--- src/rtl/pif_pkg.sv ---
// Shared constants and types for the peripheral interrupt flag register.
// Assumes an 8-bit flag word whose bit order is fixed by software.
package pif_pkg;
    localparam int FLAG_W    = 8;
    localparam int SEL_W     = 2;
    localparam int BIT_PPORT = 7;
    localparam int BIT_CONV  = 6;
    localparam int BIT_RX    = 5;
    localparam int BIT_TX    = 4;
    localparam int BIT_SYNC  = 3;
    localparam int BIT_CCP   = 2;
    localparam int BIT_TMR2  = 1;
    localparam int BIT_TMR1  = 0;

    // Bits held in storage; the others mirror buffer state.
    localparam logic [FLAG_W-1:0] STICKY_MASK = 8'b1100_1111;

    typedef enum logic [SEL_W-1:0] {
        SEL_FLAGS  = 2'd0,
        SEL_ENABLE = 2'd1,
        SEL_CTRL   = 2'd2,
        SEL_NONE   = 2'd3
    } reg_sel_e;

    typedef enum logic [1:0] {
        CCP_CAPTURE = 2'b00,
        CCP_COMPARE = 2'b01,
        CCP_PWM_LO  = 2'b10,
        CCP_PWM_HI  = 2'b11
    } ccp_mode_e;
endpackage

--- src/rtl/pif_sticky_bit.sv ---
// One sticky interrupt flag. A hardware set pulse has priority over a
// software write, and a software write loads the written value.
// With PRESENT = 0 the bit is tied to 0 and its inputs are ignored.
// Assumes hw_set is a synchronous pulse in the clk domain.
module pif_sticky_bit #(
    parameter bit PRESENT = 1'b1
) (
    input  logic clk,
    input  logic rst_n,
    input  logic hw_set,
    input  logic sw_wr,
    input  logic sw_val,
    output logic q
);
    generate
        if (PRESENT) begin : g_live
            // Flag state: event wins over the write, the write wins over hold.
            always_ff @(posedge clk) begin
                if (!rst_n)
                    q <= 1'b0;
                else if (hw_set)
                    q <= 1'b1;
                else if (sw_wr)
                    q <= sw_val;
            end

            assert_event_sets_R1: assert property (@(posedge clk) disable iff (!rst_n)
                hw_set |=> q);
            assert_clear_write_R2: assert property (@(posedge clk) disable iff (!rst_n)
                (sw_wr && !sw_val && !hw_set) |=> !q);
            assert_hold_R2: assert property (@(posedge clk) disable iff (!rst_n)
                (!sw_wr && !hw_set && q) |=> q);
        end else begin : g_absent
            logic unused_inputs;
            assign unused_inputs = ^{clk, rst_n, hw_set, sw_wr, sw_val};
            assign q = 1'b0;
        end
    endgenerate
endmodule

--- src/rtl/pif_ccp_qual.sv ---
// Selects which capture/compare event may raise the capture/compare flag,
// depending on the peripheral mode. In the PWM modes neither event counts.
// Assumes the mode input is stable around the events.
module pif_ccp_qual
    import pif_pkg::*;
(
    input  logic       clk,
    input  logic       rst_n,
    input  logic [1:0] mode,
    input  logic       evt_capture,
    input  logic       evt_compare,
    output logic       ccp_set
);
    ccp_mode_e mode_e;
    assign mode_e = ccp_mode_e'(mode);

    // Mode decode: pass only the event that belongs to the current mode.
    always_comb begin
        case (mode_e)
            CCP_CAPTURE: ccp_set = evt_capture;
            CCP_COMPARE: ccp_set = evt_compare;
            default:     ccp_set = 1'b0;
        endcase
    end

    assert_pwm_silent_R8: assert property (@(posedge clk) disable iff (!rst_n)
        mode[1] |-> !ccp_set);
    assert_no_cross_R8: assert property (@(posedge clk) disable iff (!rst_n)
        (!evt_capture && !evt_compare) |-> !ccp_set);
endmodule

--- src/rtl/pif_irq_gate.sv ---
// Combines flags with the enable mask and the global enable into one
// registered interrupt request. Assumes flags and mask share clk.
module pif_irq_gate
    import pif_pkg::*;
(
    input  logic              clk,
    input  logic              rst_n,
    input  logic [FLAG_W-1:0] flags,
    input  logic [FLAG_W-1:0] enables,
    input  logic              global_en,
    output logic              irq
);
    logic any_pending;
    assign any_pending = |(flags & enables);

    // Request register: one cycle from flag/enable change to output.
    always_ff @(posedge clk) begin
        if (!rst_n)
            irq <= 1'b0;
        else
            irq <= global_en && any_pending;
    end

    assert_gie_gates_R9: assert property (@(posedge clk) disable iff (!rst_n)
        !global_en |=> !irq);
    assert_none_pending_R9: assert property (@(posedge clk) disable iff (!rst_n)
        ((flags & enables) == '0) |=> !irq);
endmodule

--- src/rtl/periph_irq_flags.sv ---
// Peripheral interrupt flag register: six sticky event flags, two live
// buffer-status bits, an enable mask, a global enable and a registered
// interrupt request, all behind a strobed register port.
// Assumes event pulses and strobes are synchronous to clk.
module periph_irq_flags
    import pif_pkg::*;
#(
    parameter bit HAS_PPORT = 1'b1
) (
    input  logic              clk,
    input  logic              rst_n,
    input  logic              reg_rd,
    input  logic              reg_wr,
    input  logic [SEL_W-1:0]  reg_sel,
    input  logic [FLAG_W-1:0] reg_wdata,
    output logic [FLAG_W-1:0] reg_rdata,
    input  logic              evt_pport,
    input  logic              evt_conv,
    input  logic              evt_sync,
    input  logic              evt_capture,
    input  logic              evt_compare,
    input  logic [1:0]        ccp_mode,
    input  logic              evt_tmr2,
    input  logic              evt_tmr1,
    input  logic              rx_full,
    input  logic              rx_rd_stb,
    input  logic              tx_empty,
    input  logic              tx_wr_stb,
    output logic              irq
);
    logic [FLAG_W-1:0] flag_vec;
    logic [FLAG_W-1:0] set_vec;
    logic [FLAG_W-1:0] en_q;
    logic              gie_q;
    logic              ccp_set;
    logic              flag_wr;
    logic              rx_live;
    logic              tx_live;
    logic [FLAG_W-1:0] rd_mux;

    assign flag_wr = reg_wr && (reg_sel == SEL_FLAGS);
    assign rx_live = rx_full && !rx_rd_stb;
    assign tx_live = tx_empty && !tx_wr_stb;

    pif_ccp_qual u_ccp (
        .clk         (clk),
        .rst_n       (rst_n),
        .mode        (ccp_mode),
        .evt_capture (evt_capture),
        .evt_compare (evt_compare),
        .ccp_set     (ccp_set)
    );

    // Event vector in flag-bit order; live bits take no event.
    always_comb begin
        set_vec            = '0;
        set_vec[BIT_PPORT] = evt_pport;
        set_vec[BIT_CONV]  = evt_conv;
        set_vec[BIT_SYNC]  = evt_sync;
        set_vec[BIT_CCP]   = ccp_set;
        set_vec[BIT_TMR2]  = evt_tmr2;
        set_vec[BIT_TMR1]  = evt_tmr1;
    end

    genvar gi;
    generate
        for (gi = 0; gi < FLAG_W; gi++) begin : g_flag
            if (STICKY_MASK[gi]) begin : g_sticky
                pif_sticky_bit #(
                    .PRESENT ((gi == BIT_PPORT) ? HAS_PPORT : 1'b1)
                ) u_bit (
                    .clk    (clk),
                    .rst_n  (rst_n),
                    .hw_set (set_vec[gi]),
                    .sw_wr  (flag_wr),
                    .sw_val (reg_wdata[gi]),
                    .q      (flag_vec[gi])
                );
            end else if (gi == BIT_RX) begin : g_rx
                assign flag_vec[gi] = rx_live;
            end else begin : g_tx
                assign flag_vec[gi] = tx_live;
            end
        end
    endgenerate

    // Enable mask and global enable registers, written through the port.
    always_ff @(posedge clk) begin
        if (!rst_n) begin
            en_q  <= '0;
            gie_q <= 1'b0;
        end else if (reg_wr) begin
            if (reg_sel == SEL_ENABLE)
                en_q <= reg_wdata;
            if (reg_sel == SEL_CTRL)
                gie_q <= reg_wdata[0];
        end
    end

    // Read multiplexer, gated by the read strobe.
    always_comb begin
        case (reg_sel_e'(reg_sel))
            SEL_FLAGS:  rd_mux = flag_vec;
            SEL_ENABLE: rd_mux = en_q;
            SEL_CTRL:   rd_mux = {{(FLAG_W-1){1'b0}}, gie_q};
            default:    rd_mux = '0;
        endcase
        reg_rdata = reg_rd ? rd_mux : '0;
    end

    pif_irq_gate u_gate (
        .clk       (clk),
        .rst_n     (rst_n),
        .flags     (flag_vec),
        .enables   (en_q),
        .global_en (gie_q),
        .irq       (irq)
    );

    assert_rx_strobe_drops_R5: assert property (@(posedge clk) disable iff (!rst_n)
        rx_rd_stb |-> !flag_vec[BIT_RX]);
    assert_rx_follows_level_R5: assert property (@(posedge clk) disable iff (!rst_n)
        !rx_full |-> !flag_vec[BIT_RX]);
    assert_tx_strobe_drops_R6: assert property (@(posedge clk) disable iff (!rst_n)
        tx_wr_stb |-> !flag_vec[BIT_TX]);
    assert_tx_follows_level_R6: assert property (@(posedge clk) disable iff (!rst_n)
        !tx_empty |-> !flag_vec[BIT_TX]);
    assert_idle_port_R11: assert property (@(posedge clk) disable iff (!rst_n)
        !reg_rd |-> (reg_rdata == '0));
endmodule

--- config.mk ---
export PLATFORM = sky130hd
export DESIGN_NAME = periph_irq_flags
export DESIGN_NICKNAME = d
export VERILOG_FILES = /design/src/rtl/pif_pkg.sv /design/src/rtl/pif_sticky_bit.sv /design/src/rtl/pif_ccp_qual.sv /design/src/rtl/pif_irq_gate.sv /design/src/rtl/periph_irq_flags.sv
export SDC_FILE = /design/constraint.sdc
export NUM_CORES = 1
export LEC_CHECK = 0
export ABC_AREA = 1
export ABC_CLOCK_PERIOD_IN_PS = 1450
export BUFFER_PORTS_ARGS = -buffer_cell sky130_fd_sc_hd__buf_4
export CAP_MARGIN = 20
export CELL_PAD_IN_SITES_DETAIL_PLACEMENT = 0
export CELL_PAD_IN_SITES_GLOBAL_PLACEMENT = 2
export CORE_UTILIZATION = 22
export DETAILED_ROUTE_END_ITERATION = 8
export GPL_TIMING_DRIVEN = 1
export PLACE_DENSITY_LB_ADDON = 0.1
export SYNTH_ARGS = -nofsm -noshare
export SYNTH_HDL_FRONTEND = slang
export SYNTH_HIERARCHICAL = 1
export SYNTH_SLANG_ARGS = --single-unit
--- constraint.sdc ---
create_clock -name clk -period 1.45 [get_ports clk]
set_input_delay 0.0725 -clock clk [delete_from_list [all_inputs] [get_ports clk]]
set_output_delay 0.0725 -clock clk [all_outputs]
set_load 0.02 [all_outputs]
After elaboration in Yosys (flattened, before gate mapping)
Index checks and enable logic that the tools add are counted.
W data, S select, Z words.
{ "totals": {"regBits": 16, "input_bits": 27, "output_inout_bits": 9} }
{ "classes": {"n_eq_ne": 3, "mux": 15, "bitwise": 1, "n_reduce_logical": 17} }
{ "ops": {"columns": ["operator", "count"], "rows": [
  ["$pmux W8 S3", 1],
  ["$mux W1", 12],
  ["$reduce_bool A2 Y1", 6],
  ["$and A8 B8 Y8", 1],
  ["$mux W8", 1],
  ["$reduce_or A8 Y1", 1],
  ["$eq A2 B1 Y1 const B", 2],
  ["$logic_and A1 B1 Y1", 4],
  ["$logic_not A2 Y1", 2],
  ["$reduce_and A2 Y1", 2],
  ["$eq A2 B2 Y1 const B", 1],
  ["$logic_not A1 Y1", 2],
  ["$pmux W1 S2", 1]
]} }

Logic depth before layout (Yosys ltp)
{ "logic_depth": {"word_depth": 5, "ltp_mapped": 7, "depth_no_buf": 7} }

Modules after synthesis
The synthesis kept the hierarchy.
{ "modules_own_cells": {"columns": ["mod", "instances", "cells_per_inst", "area_per_inst_um2", "seq_area_each_um2"], "rows": [
  ["periph_irq_flags", 1, 93, 531.8, 180.2],
  ["pif_sticky_bit", 6, 9, 50.0, 20.0],
  ["pif_irq_gate", 1, 17, 81.3, 20.0],
  ["pif_ccp_qual", 1, 5, 20.0, 0.0]
]} }

Worst setup path before layout
OpenSTA, ideal clock, no wires.
{ "synth_timing": {"path_type": "input port to flip-flop", "from": "input reg_sel[1]", "to": "register g_flag[0].g_sticky.u_bit.q", "setup_ns": 0.112, "t_arrival_ns": 1.053, "t_required_ns": 1.338, "slack_ns": 0.285, "path_stages": 4, "path_buffers": 0, "cell_sequence": "nor3b_1 > nor2_1 > nor2_1 > nor2_1"} }
{ "synth_between": {"elab_chain_len": 3} }
{ "synth_rtl": {"columns": ["item", "line", "rtl"], "rows": [
  ["from (decl)", "periph_irq_flags.sv:14", "input logic [SEL_W-1:0] reg_sel,"],
  ["$logic_not A2 Y1", "periph_irq_flags.sv:41", "assign flag_wr = reg_wr && (reg_sel == SEL_FLAGS);"],
  ["$logic_and A1 B1 Y1", "periph_irq_flags.sv:41", null],
  ["$reduce_bool A2 Y1 (no line)", null, null],
  ["to (signal assigned)", "pif_sticky_bit.sv:24", "q <= sw_val;"],
  ["to (decl)", "pif_sticky_bit.sv:13", "output logic q"]
]} }
Every way passes these cells.
A chain may end at the register's enable or synchronous reset.

Worst setup path in the final report
{ "layout_timing": {"from": "register g_flag[3].g_sticky.u_bit.q", "to": "output reg_rdata[3]"} }
{ "layout_between": {"elab_chain_len": 2} }
{ "layout_rtl": {"columns": ["item", "line", "rtl"], "rows": [
  ["from (decl)", "pif_sticky_bit.sv:13", null],
  ["from (signal assigned)", "pif_sticky_bit.sv:24", null],
  ["$pmux W8 S3", "periph_irq_flags.sv:102", "case (reg_sel_e'(reg_sel))"],
  ["$mux W8", "periph_irq_flags.sv:108", "reg_rdata = reg_rd ? rd_mux : '0;"],
  ["to (decl)", "periph_irq_flags.sv:16", "output logic [FLAG_W-1:0] reg_rdata,"]
]} }
Every way passes these cells.

==> out/qor.txt <==
Switching pwr = 275 uW
Simple-gate share of the synthesized area = 0.461
Final worst setup slack = 319 ps
Mux cell area share after synthesis = 0
Clock-pin slew on the worst setup and hold paths = 60 ps
Width of the chip = 67.1 um
CTS HTree Levels = 1
Top cells by area, synth = dfxtp_1, nand2_1, nor2_1
Share of cells above drive strength 1 = 0.208
Post-DP Area = 0.00126 mm^2
FILL cells = 473
Largest net degree at the start of global routing = 17
Post_cts resized = 0
Clk pwr share = 0.326
Ys Warns = 6
Final min period = 1130 ps
Initial antenna violation count = 0
Overall global routing resource usage = 0.122
Full die area = 0.00451 mm^2
Maximum clock path buffer count = 2
Worst slack, placed = 367 ps
CTS tree = built
CTS Buf Count = 3
I/O pin total = 36
Routed vias/inst = 4.02
Synth Area per Inst = 5.52 um^2
Clock Latency Late Sink = 250 ps
IO Port Bufs = 35
Die height = 67.1 um
Antenna cells = 0
Final HPWL DP = 1.82 mm
Part of the cycle the worst path needs = 0.780
Worst Path Arrival = 1060 ps
Ys flop type = dfxtp_1
Post-CTS Repair Setup Buffers = 0
Most frequent cell after synthesis = nand2_1
Wire per inst = 9.79 um
Switching Fraction = 0.270
Initial Util = 0.232
Post-synthesis compound-gate area fraction = 0.0509
P_int = 746 uW
Antenna-violating nets left = 0
Worst Tran Pin Value = 373 ps
Register area = 320 um^2
Site Rows = 23
Post-synth EDFFs = 0
Count of pins over their slew limit = 0
Util after Layout = 0.324
Commonest cells post-synth = nand2_1, nor2_1, inv_1
Worst Path Required = 1380 ps
Startpoint Class = flop
Sequential share of power = 0.475
Fmax = 884 MHz
Multi-input logic area = 478 um^2
DR iter-0 viols = 51
Post-synth top area share = 0.343
Unrepaired setup endpoints after global routing = no
Total Routed Length = 2.52 mm
Synth Instances = 169
Crit Path Class = flop to output port
Clock skew = 2.45 ps
Status = completed
Flops & latches, synth = 16
Rel. slew slack = 0.751
Critical path endpoint category = output port
Vias in the first global route = 880
Core box area = 0.00403 mm^2
Total iterations of the first detailed-routing run = 4
Clock root buffer = clkbuf_8
Post-CTS Hold Fix Bufs = 0
Synth Area in Adders = 0
Synthesized Nets = 196
Cell area after layout = 0.00130 mm^2
Final setup TNS = 0 ps
MaxCap Viol Count = 0
Clock sink total = 16
Pleak = 0.000732 uW
Area growth syn-to-layout = 39.7%
CP Max Fanout = 3
DR vias = 1033
Yosys top cell by area = dfxtp_1
Peak VDD IR = 0.240 mV
Synth Cell Area = 933 um^2
Async SR Flop Fraction = 0
Layout net count = 236
Post-synthesis sequential area ratio = 0.343
Final hold vios = 0
First-pass GRT wire length = 4.06 mm
Residual DRC = 0
Largest family of logic cells by synthesized area = simple AND/OR/NAND/NOR gates
Power per Cell Area = 783 mW/mm^2
Worst hold path type = input pin to flop
GRT Residual Overflow = 0
GPL Wtd Cong = 0.721
Comb power frac = 0.199
Post-Synth XOR/XNOR Area = 0
Library cells used by synthesis = 14
Setup violators final = 0
-- cells by family (layout without fill, tap and decap cells) --
kind of cell,Yosys count,count (layout)
AO/OA/AOI/OAI,9,9
flip-flops,16,16
AND/OR/NAND/NOR,109,109
buffers and inverters,35,73
-- power groups by stage --
stage	combinational, uW	clock, uW	sequential (uW)
after floorplan	105	0	490
after global placement	202	0	494
after CTS	206	351	485
after detailed placement	205	0	495
after global routing	232	367	489
final	203	333	485
-- worst max-delay path, stage by stage, from the launching register on --
cell and delay, ps:
dfxtp_1 370, nand2_1 70, a21oi_1 200, buf_4 180
-- stage by stage --
| stage | power [uW] | std cells | hold slack [ps] |
|---|---|---|---|
| after CTS | 1040 | 257 | 43.5 |
| after floorplan | 595 | 169 | 185 |
| after global routing | 1090 | 257 | 50.2 |
| after detailed placement | 700 | 254 | 305 |
| final | 1020 | 257 | 48.7 |
| after global placement | 696 | 254 | 298 |
-- final cells by class --
cell class,instances,share of cell area
clock buffer,3,0.0317
inverter,33,0.0950
multi-input combinational,118,0.367
sequential,16,0.246
tap,50,0.0480
timing repair buffer,37,0.213
-- metal layers --
layer | GRT usage | wire length (um) | part of all wire | up-vias
met2 | 0.179 | 1050 | 0.42 | 36
met4 | 0.0479 | 19 | 0.0075 | 0
li1 | - | - | - | 568
met3 | 0.0253 | 168 | 0.067 | 2
met5 | 0 | 0 | 0 | -
met1 | 0.172 | 1280 | 0.51 | 427
-- cell usage in the layout, fill, tap and decap left out --
master    synthesis  final
a21boi_0          1      1
a21oi_1           8      8
buf_4             1     37
clkbuf_8          0      3
dfxtp_1          16     16
inv_1            32     32
inv_2             1      1
nand2_1          60     60
nand3_1           5      5
nand3_2           1      1
nand4_1           1      1
nor2_1           40     40
nor2_2            1      1
nor3b_1           1      1
-- state kept, by name (all words and copies together), names as in the netlist --
register                 count
u_gate/irq                   1
en_q                         8
gie_q                        1
g_flag.g_sticky.u_bit/q      6
-- worst paths after layout --
check,start,endpoint,slack (ps),cells past startpoint
max,g_flag[3].g_sticky.u_bit/q$_SDFFE_PN0P_,reg_rdata[3],320,3
min,reg_wdata[5],en_q[5]$_SDFFE_PN0P_,50,3
max reg2reg,g_flag[7].g_sticky.u_bit/q$_SDFFE_PN0P_,u_gate/irq$_SDFF_PN0_,720,4
min reg2reg,gie_q$_SDFFE_PN0P_,u_gate/irq$_SDFF_PN0_,460,2
No activity file was read; power rests on OpenSTA's default activity.
